$ cat src/rtl/rxpg_pkg.sv
package rxpg_pkg;

    typedef enum logic {
        ST_ARMED = 1'b0,
        ST_RUN   = 1'b1
    } rxpg_state_e;

    typedef struct packed {
        rxpg_state_e st;
        logic        start;
        logic        stop;
    } rxpg_ctl_t;

endpackage

$ cat src/rtl/rxpg_history.sv
module rxpg_history #(
    parameter int W  = 16,
    parameter int CW = $clog2(W + 1)
) (
    input  logic          clk_i,
    input  logic          rst_ni,
    input  logic          shift_i,
    input  logic          bit_i,
    input  logic          clr_cnt_i,
    output logic [W-1:0]  hist_nx_o,
    output logic [CW-1:0] cnt_nx_o
);

    localparam logic [CW-1:0] CNT_MAX = CW'(W);

    logic [W-1:0]  hist_d, hist_q;
    logic [CW-1:0] cnt_d, cnt_q;
    logic [CW-1:0] cnt_inc;

    always_comb begin
        hist_d  = hist_q;
        cnt_inc = cnt_q;
        if (shift_i) begin
            hist_d = {hist_q[W-2:0], bit_i};
            if (cnt_q != CNT_MAX) begin
                cnt_inc = cnt_q + CW'(1);
            end
        end
        cnt_d = clr_cnt_i ? '0 : cnt_inc;
    end

    always_ff @(posedge clk_i or negedge rst_ni) begin
        if (!rst_ni) begin
            hist_q <= '0;
            cnt_q  <= '0;
        end else begin
            hist_q <= hist_d;
            cnt_q  <= cnt_d;
        end
    end

    assign hist_nx_o = hist_d;
    assign cnt_nx_o  = cnt_inc;

endmodule

$ cat src/rtl/rxpg_match.sv
module rxpg_match #(
    parameter int W  = 16,
    parameter int CW = $clog2(W + 1)
) (
    input  logic [W-1:0]  hist_i,
    input  logic [W-1:0]  pat_i,
    input  logic [CW-1:0] len_i,
    input  logic [CW-1:0] cnt_i,
    output logic          hit_o
);

    logic [W-1:0] mask;
    logic [W-1:0] diff;

    always_comb begin
        for (int i = 0; i < W; i++) begin
            mask[i] = (CW'(i) < len_i);
        end
        diff  = (hist_i ^ pat_i) & mask;
        hit_o = (len_i != '0) && (cnt_i >= len_i) && (diff == '0);
    end

endmodule

$ cat src/rtl/rx_pattern_gate.sv
module rx_pattern_gate
    import rxpg_pkg::*;
#(
    parameter int MAX_LEN = 16,
    parameter int LEN_W   = $clog2(MAX_LEN + 1)
) (
    input  logic               clk_i,
    input  logic               rst_ni,
    input  logic               bit_en_i,
    input  logic               bit_i,
    input  logic [LEN_W-1:0]   len_i,
    input  logic [MAX_LEN-1:0] pat_start_i,
    input  logic [MAX_LEN-1:0] pat_stop_i,
    input  logic               stop_mode_i,
    input  logic               rearm_i,
    output logic               active_o,
    output logic               start_o,
    output logic               stop_o
);

    localparam int              NPAT   = 2;
    localparam logic [LEN_W-1:0] LEN_CAP = LEN_W'(MAX_LEN);

    rxpg_ctl_t          ctl_d, ctl_q;
    logic               clr_cnt;
    logic [LEN_W-1:0]   eff_len;
    logic [MAX_LEN-1:0] hist_nx;
    logic [LEN_W-1:0]   cnt_nx;
    logic [MAX_LEN-1:0] pats [NPAT];
    logic [NPAT-1:0]    hit;

    assign eff_len = (len_i > LEN_CAP) ? LEN_CAP : len_i;
    assign pats[0] = pat_start_i;
    assign pats[1] = pat_stop_i;

    rxpg_history #(.W(MAX_LEN), .CW(LEN_W)) u_hist (
        .clk_i     (clk_i),
        .rst_ni    (rst_ni),
        .shift_i   (bit_en_i),
        .bit_i     (bit_i),
        .clr_cnt_i (clr_cnt),
        .hist_nx_o (hist_nx),
        .cnt_nx_o  (cnt_nx)
    );

    for (genvar g = 0; g < NPAT; g++) begin : g_cmp
        rxpg_match #(.W(MAX_LEN), .CW(LEN_W)) u_match (
            .hist_i (hist_nx),
            .pat_i  (pats[g]),
            .len_i  (eff_len),
            .cnt_i  (cnt_nx),
            .hit_o  (hit[g])
        );
    end

    always_comb begin
        ctl_d       = ctl_q;
        ctl_d.start = 1'b0;
        ctl_d.stop  = 1'b0;
        clr_cnt     = 1'b0;
        unique case (ctl_q.st)
            ST_ARMED: begin
                if (bit_en_i && hit[0]) begin
                    ctl_d.st    = ST_RUN;
                    ctl_d.start = 1'b1;
                    clr_cnt     = 1'b1;
                end
            end
            ST_RUN: begin
                if (!stop_mode_i) begin
                    if (rearm_i) begin
                        ctl_d.st = ST_ARMED;
                        clr_cnt  = 1'b1;
                    end
                end else if (bit_en_i && hit[1]) begin
                    ctl_d.st   = ST_ARMED;
                    ctl_d.stop = 1'b1;
                    clr_cnt    = 1'b1;
                end
            end
            default: ctl_d.st = ST_ARMED;
        endcase
    end

    always_ff @(posedge clk_i or negedge rst_ni) begin
        if (!rst_ni) begin
            ctl_q <= '{st: ST_ARMED, start: 1'b0, stop: 1'b0};
        end else begin
            ctl_q <= ctl_d;
        end
    end

    assign active_o = (ctl_q.st == ST_RUN);
    assign start_o  = ctl_q.start;
    assign stop_o   = ctl_q.stop;

endmodule

$ cat config.mk
export PLATFORM = sky130hd
export DESIGN_NAME = rx_pattern_gate
export DESIGN_NICKNAME = d
export VERILOG_FILES = /design/src/rtl/rxpg_pkg.sv /design/src/rtl/rxpg_history.sv /design/src/rtl/rxpg_match.sv /design/src/rtl/rx_pattern_gate.sv
export SDC_FILE = /design/constraint.sdc
export NUM_CORES = 1
export LEC_CHECK = 0
export BUFFER_PORTS_ARGS = -buffer_cell sky130_fd_sc_hd__buf_4
export CAP_MARGIN = 20
export CORE_MARGIN = 2
export CORE_UTILIZATION = 45
export DETAILED_ROUTE_END_ITERATION = 12
export PLACE_DENSITY = 0.66
export SETUP_SLACK_MARGIN = 0.4
export SLEW_MARGIN = 20
export SYNTH_ARGS = -nofsm -noshare
export SYNTH_HDL_FRONTEND = slang
export SYNTH_HIERARCHICAL = 1
export SYNTH_SLANG_ARGS = --single-unit
export TNS_END_PERCENT = 30
$ cat constraint.sdc
create_clock -name clk_i -period 3.4 [get_ports clk_i]
set_input_delay 0.68 -clock clk_i [delete_from_list [all_inputs] [get_ports clk_i]]
set_output_delay 0.68 -clock clk_i [all_outputs]
set_load 0.03 [all_outputs]
==> results of run 1 <==
[worst max-delay path, stage by stage]
cell,delay [ns]
buf_6,0.14
mux2_2,0.39
xor2_1,0.17
a21oi_4,0.14
o211ai_1,0.12
or4b_4,0.51
nor4bb_4,0.30
nand4_1,0.18
nand3_2,0.13
nor2_1,0.04
mux2_2,0.26
[worst max path at each step]
stage | to | cells after the start | startpoint | slack (ns)
2_1_floorplan | u_hist/cnt_q[0] | 11 | bit_en_i | 0.41
5_1_grt | u_hist/cnt_q[0] | 16 | u_hist/cnt_q[0] | 0.41
6_report | u_hist/cnt_q[0] | 11 | bit_en_i | 0.51
3_3_place_gp | u_hist/cnt_q[0] | 11 | bit_en_i | 0.14
3_5_place_dp | u_hist/cnt_q[0] | 11 | bit_en_i | 0.08
4_1_cts | u_hist/cnt_q[0] | 11 | bit_en_i | 0.41
[layout by cell type, fill, tap and decap left out, drive strengths merged, types with 3 or more instances in the layout]
cell type and instances:
nor2b 8, o211ai 4, clkbuf 4, ha 12, nand3 5, nor2 6
nand3b 3, dfrtp 24, o31ai 3, nand4 5, o21ai 12, nor4 4
xor2 16, a21oi 27, inv 15, buf 59, mux2 17, xnor2 19
nor3 4, nand2 8
[cell families (layout without fill, tap and decap cells)]
kind of cell | after synthesis | count (layout) | synth area share [%]
and+or+nand+nor | 55 | 55 | 16.9
AOI/OAI and AO/OA | 50 | 50 | 15.3
xor gates and xnor gates | 35 | 35 | 15.2
DFF | 24 | 24 | 29.9
buffers and inverters | 24 | 78 | 5.66
muxes | 17 | 17 | 9.52
adders and majority gates | 12 | 12 | 7.47
[flip-flops by register name, summed over array words and instances (netlist names)]
name / flops
u_hist/hist_q: 16
u_hist/cnt_q: 5
active_o: 1
start_o: 1
stop_o: 1
[repair_timing]
item | in CTS | in global routing
pin swaps | 0 | 7
setup buffers | 0 | 5
gates resized for setup | 1 | 13
endpoints found under the setup margin | 1 | 5
[power by group]
group	total [mW]	internal (mW)	leakage, nW	switching [mW]
logic	0.823	0.424	0.855	0.400
clock network	0.203	0.104	0.0288	0.0993
registers	0.453	0.389	0.293	0.0642
[cell type report]
| cell class | count | area (sq um) |
|---|---|---|
| timing repair buffer | 59 | 447 |
| fill | 414 | 1740 |
| sequential | 24 | 602 |
| clock buffer | 4 | 55.1 |
| multi-input combinational | 169 | 1360 |
| inverter | 15 | 56.3 |
| tap | 52 | 65.1 |
[through the flow]
| stage | std cells | total power, mW |
|---|---|---|
| 4_1_cts | 318 | 1.42 |
| 6_report | 323 | 1.48 |
| 3_3_place_gp | 314 | 1.20 |
| 5_1_grt | 323 | 1.62 |
| 3_5_place_dp | 314 | 1.21 |
| 2_1_floorplan | 217 | 1.02 |
[per-layer routing]
metal  vias to the layer above  GRT usage, %  wire length (um)  share of wire [%]
met1                       796          26.8              2140                 46
met2                        42          33.3              2290                 49
met3                         4          2.42               185                4.0
met4                         0          6.50                60                1.3
li1                        876             -                 -                  -
met5                         -             0                 0                  0
==> reports/qor.yml, run 1 <==
outcome: "complete, no violations"
vias: 1718
drive_gt1_share_pct: 37.3
htreeDepth: 1
worstPathArrival_ns: 3.06
grt_max_degree: 25
rsz0062_at_grt: "no"
netlist_top_cells_area: "dfrtp_1, mux2_2, xnor2_1"
wl_per_cell_um: 14.5
fin_hold_ws_ns: 0.294
async_flop_share_pct: 100
finalSetupTns_ns: 0
end_kind: "register"
drc: 0
worstMarginPinSlew_ns: 0.369
io_pins: 46
slew_headroom_pct: 75.2
area.growth.synth_to_final_pct: 28.6
synth.net_count: 272
viasPerCell: 5.32
leakage_nw: 1.18
finalSetupViolations: 0
synth_edf_count: 0
reg2reg_from: "u_hist/cnt_q[0]"
rrSetupSlack_ns: 0.59
ir_worst_vdd_v: 0.000348
grt_pass1_vias: 1780
fp.coreArea_sq_mm: 0.00432
syn-cell-area_sq_mm: 0.00201
ys_ff_latch: 24
critical_path_required_ns: 3.56
seq_area_frac_synth_pct: 29.9
dp_hpwl_mm: 3.70
synth_area_leader_cell: "dfrtp_1"
cts_buffers: 3
hold_viol_final: 0
hold_class: "in -> async"
synth.most_common_cell: "a21oi_1"
gp_congestion: 0.810
dieArea_sq_mm: 0.00502
power.density_mw_per_mm2: 572
place_ws_ns: 0.0816
antenna_cells: 0
antenna_found_initial: 0
nets: 327
synthTopCellsByCount: "a21oi_1, dfrtp_1, xnor2_1, mux2_2, xor2_1"
rows: 24
synth_top_area_share_pct: 29.9
drtAntennaViolNets: 0
clock_sinks: 24
die_y_um: 70.8
grt_pass1_wl_mm: 8.00
drt_iter0_markers: 74
fmax_ghz: 0.346
r2r-end: "u_hist/cnt_q[0]"
synthDistinctLibCells: 34
syn_inst: 217
worst_slack_ns: 0.509
cts_root_buf: "clkbuf_8"
dieWidth_um: 70.8
fin_util_pct: 59.8
slew_viol_final: 0
clk_path_buf_depth: 2
drtPass1Iterations: 4
critPathLaunchType: "input pin"
synthFlopType: "dfrtp_1"
clkSlewWorstSetupHoldPaths_ns: 0.09
synth_area_per_cell_sq_um: 9.27
clock_latency_ns: 0.27
portBuffers: 45
critPathMaxFanout: 12
finalWirelength_mm: 4.67
r2r_cells: 16
cap_violations: 0
post_cts_hold_buffer_count: 0
initial_utilization_pct: 46.5
grtUsageTotal_pct: 19.9
clock_skew_ns: 0.00472
placed_cell_area_sq_mm: 0.00244
fin_crit_ns: 2.89
critical_path_class: "in -> reg"
yosysWarnings: 6
final_area_sq_mm: 0.00258
min_period_over_period_pct: 85.0
grt_remaining_overflow: 0
cts_tree: "yes"
Power figures use the tool's default switching activity.
==> run 2, diff against run 1 <==
CORE_UTILIZATION = 54   (was 45)
PLACE_DENSITY = 0.78   (was 0.66)
SKIP_CTS_REPAIR_TIMING = 1   (was not set)
==> run 2 against run 1 <==
  * Flip-flop and latch count is the same
  * Worst hold slack gained 0.0035 ns
  * Wire length grew 6.1%
  * Critical path type unchanged
  * Core utilization grew 12 points
  * Register-to-register slack lost 0.11 ns
  * Worst setup slack lost 0.14 ns
==> reports/qor.yml, run 2 (same netlist as run 1, synthesis figures left out) <==
vias: 1790  # +4.2%
antenna_found_initial: 0  # unchanged
drt_iter0_markers: 125  # +69%
path_cells: "buf_6 > mux2_2 > xor2_1 > a21oi_4 > o211ai_1 > or4b_4 > nor4bb_4 > nand4_1 > nand3_2 > nor2_2 > mux2_2"
area.growth.synth_to_final_pct: 30.3
clock_sinks: 24  # unchanged
fin_crit_ns: 3.03  # +0.142 ns
finalSetupViolations: 0  # unchanged
cts_tree: "yes"
outcome: "complete, no violations"
cts_root_buf: "clkbuf_8"
final_common_cell: "buf_4"
cts_buffers: 3  # unchanged
fp.coreArea_sq_mm: 0.00363  # -16%
nets: 329  # +0.61%
clock_latency_ns: 0.27  # about the same
top_regs: "u_hist/hist_q: 16 flops, u_hist/cnt_q: 5 flops"
htreeDepth: 1  # unchanged
drc: 0  # unchanged
grtUsageTotal_pct: 23.7  # +3.8 points
cap_violations: 0  # unchanged
rows: 22  # -8.3%
clock_skew_ns: 0.00278  # -0.00194 ns
grt_max_degree: 25  # unchanged
viasPerCell: 5.58  # +4.8%
min_period_over_period_pct: 89.2  # +4.2 points
die_y_um: 65.0  # -8.2%
slew_headroom_pct: 63.6  # -12 points
finalWirelength_mm: 4.96  # +6.1%
end_kind: "register"
critical_path_required_ns: 3.56  # about the same
power.density_mw_per_mm2: 589  # +2.9%
initial_utilization_pct: 55.3  # +8.8 points
finalSetupTns_ns: 0  # unchanged
critPathMaxFanout: 18  # +6
grt_pass1_vias: 1757  # -1.3%
drive_gt1_share_pct: 39.2  # +1.9 points
leakage_nw: 1.18  # +0.35%
portBuffers: 45  # unchanged
drtPass1Iterations: 4  # unchanged
worstPathArrival_ns: 3.19  # +0.13 ns
dieWidth_um: 65.0  # -8.2%
critPathLaunchType: "input pin"
grt_remaining_overflow: 0  # unchanged
crit_path_top_delay_cell: "or4b_4"
gp_congestion: 0.850  # +4.9%
slew_viol_final: 0  # unchanged
path_buf_inv: 1  # unchanged
drtAntennaViolNets: 0  # unchanged
grt_pass1_wl_mm: 7.76  # -2.9%
placed_cell_area_sq_mm: 0.00244  # -0.20%
clk_path_buf_depth: 2  # unchanged
worstMarginPinSlew_ns: 0.543  # +0.175 ns
critical_path_class: "in -> reg"
clkSlewWorstSetupHoldPaths_ns: 0.09  # about the same
cp_common_cell: "mux2_2"
placed_cells: 310  # -1.3%
hold_class: "in -> async"
largest_reg_flops: 16  # unchanged
cpPeakStageDelay_ns: 0.51  # about the same
ir_worst_vdd_v: 0.000257  # -26%
path_delay_family: "simple AND/OR/NAND/NOR gates"
wl_per_cell_um: 15.4  # +6.8%
dp_hpwl_mm: 3.65  # -1.1%
fmax_ghz: 0.330  # -4.7%
rsz0062_at_grt: "yes"
dieArea_sq_mm: 0.00423  # -16%
rrSetupSlack_ns: 0.48  # -0.11 ns
hold_viol_final: 0  # unchanged
regMostFlops: "u_hist/hist_q"
final_cell_mix: "buf_4, a21oi_1, dfrtp_1"
antenna_cells: 0  # unchanged
stdcell_count: 321  # -0.62%
final_area_sq_mm: 0.00262  # +1.4%
io_pins: 46  # unchanged
run 2: cell count changes in the layout (fill, tap and decap cells not counted), moves of 2 or more:
cell     change
buf_4        +2
ha_1         -2
ha_4         +2
nor2_1       -2
nor2_2       +2
nor2b_1      +2
nor2b_2      -2
run 2: cell type report:
| cell class | instances | area, sq um |
|---|---|---|
| Sequential cell | 24 | 602 |
| Inverter | 15 | 56.3 |
| Timing Repair Buffer | 61 | 462 |
| Clock buffer | 4 | 55.1 |
| Multi-Input combinational cell | 169 | 1390 |
| Tap cell | 48 | 60.1 |
| Fill cell | 292 | 1010 |
run 2: path summary, 6_finish.rpt:
| check | startpoint | end | depth (start not counted) |
|---|---|---|---|
| hold reg to reg | u_hist/hist_q[15] | u_hist/hist_q[15] | 1 |
| hold / removal | rst_ni | u_hist/hist_q[7] | 1 |
| max in group asynchronous | rst_ni | u_hist/cnt_q[0] | 1 |
| setup reg to reg | u_hist/cnt_q[0] | u_hist/cnt_q[0] | 16 |
| setup / recovery | bit_en_i | u_hist/cnt_q[0] | 11 |
| min in group clk_i | u_hist/hist_q[15] | u_hist/hist_q[15] | 1 |
run 2: through the flow:
stage / power [mW] / utilization [%] / setup WS [ns] / hold WS, ns
after floorplan: 1.02 / - / 0.405 / 0.384
after global placement: 1.19 / 67.0 / 0.179 / 0.520
after detailed placement: 1.22 / 67.0 / 0.120 / 0.531
after CTS: 1.43 / 68.6 / 0.336 / 0.311
after global routing: 1.68 / 72.1 / 0.316 / 0.318
final: 1.54 / 72.1 / 0.366 / 0.297
run 2: worst register-to-register path, cell delays in order (launching register included):
cell	delay (ns)
dfrtp_2	0.42
inv_2	0.09
ha_4	0.12
nand3b_1	0.11
o21ai_2	0.22
xnor2_2	0.17
inv_2	0.07
ha_4	0.25
nand2b_4	0.11
a21o_1	0.11
a21oi_1	0.06
o21ai_1	0.15
nor4bb_4	0.28
nand4_1	0.20
nand3_2	0.16
nor2_2	0.04
mux2_2	0.26
run 2: where the power goes:
| part | switching, mW | internal [mW] |
|---|---|---|
| clock | 0.0937 | 0.103 |
| combinational | 0.443 | 0.453 |
| sequential | 0.0609 | 0.389 |
run 2: routing by layer:
layer | global-route usage [%] | vias to the layer above | part of all wire (%)
met5 | 0 | - | 0
met4 | 4.69 | 0 | 0.89
met3 | 1.74 | 4 | 4.6
met2 | 43.0 | 50 | 50
met1 | 31.0 | 858 | 44
li1 | - | 878 | -
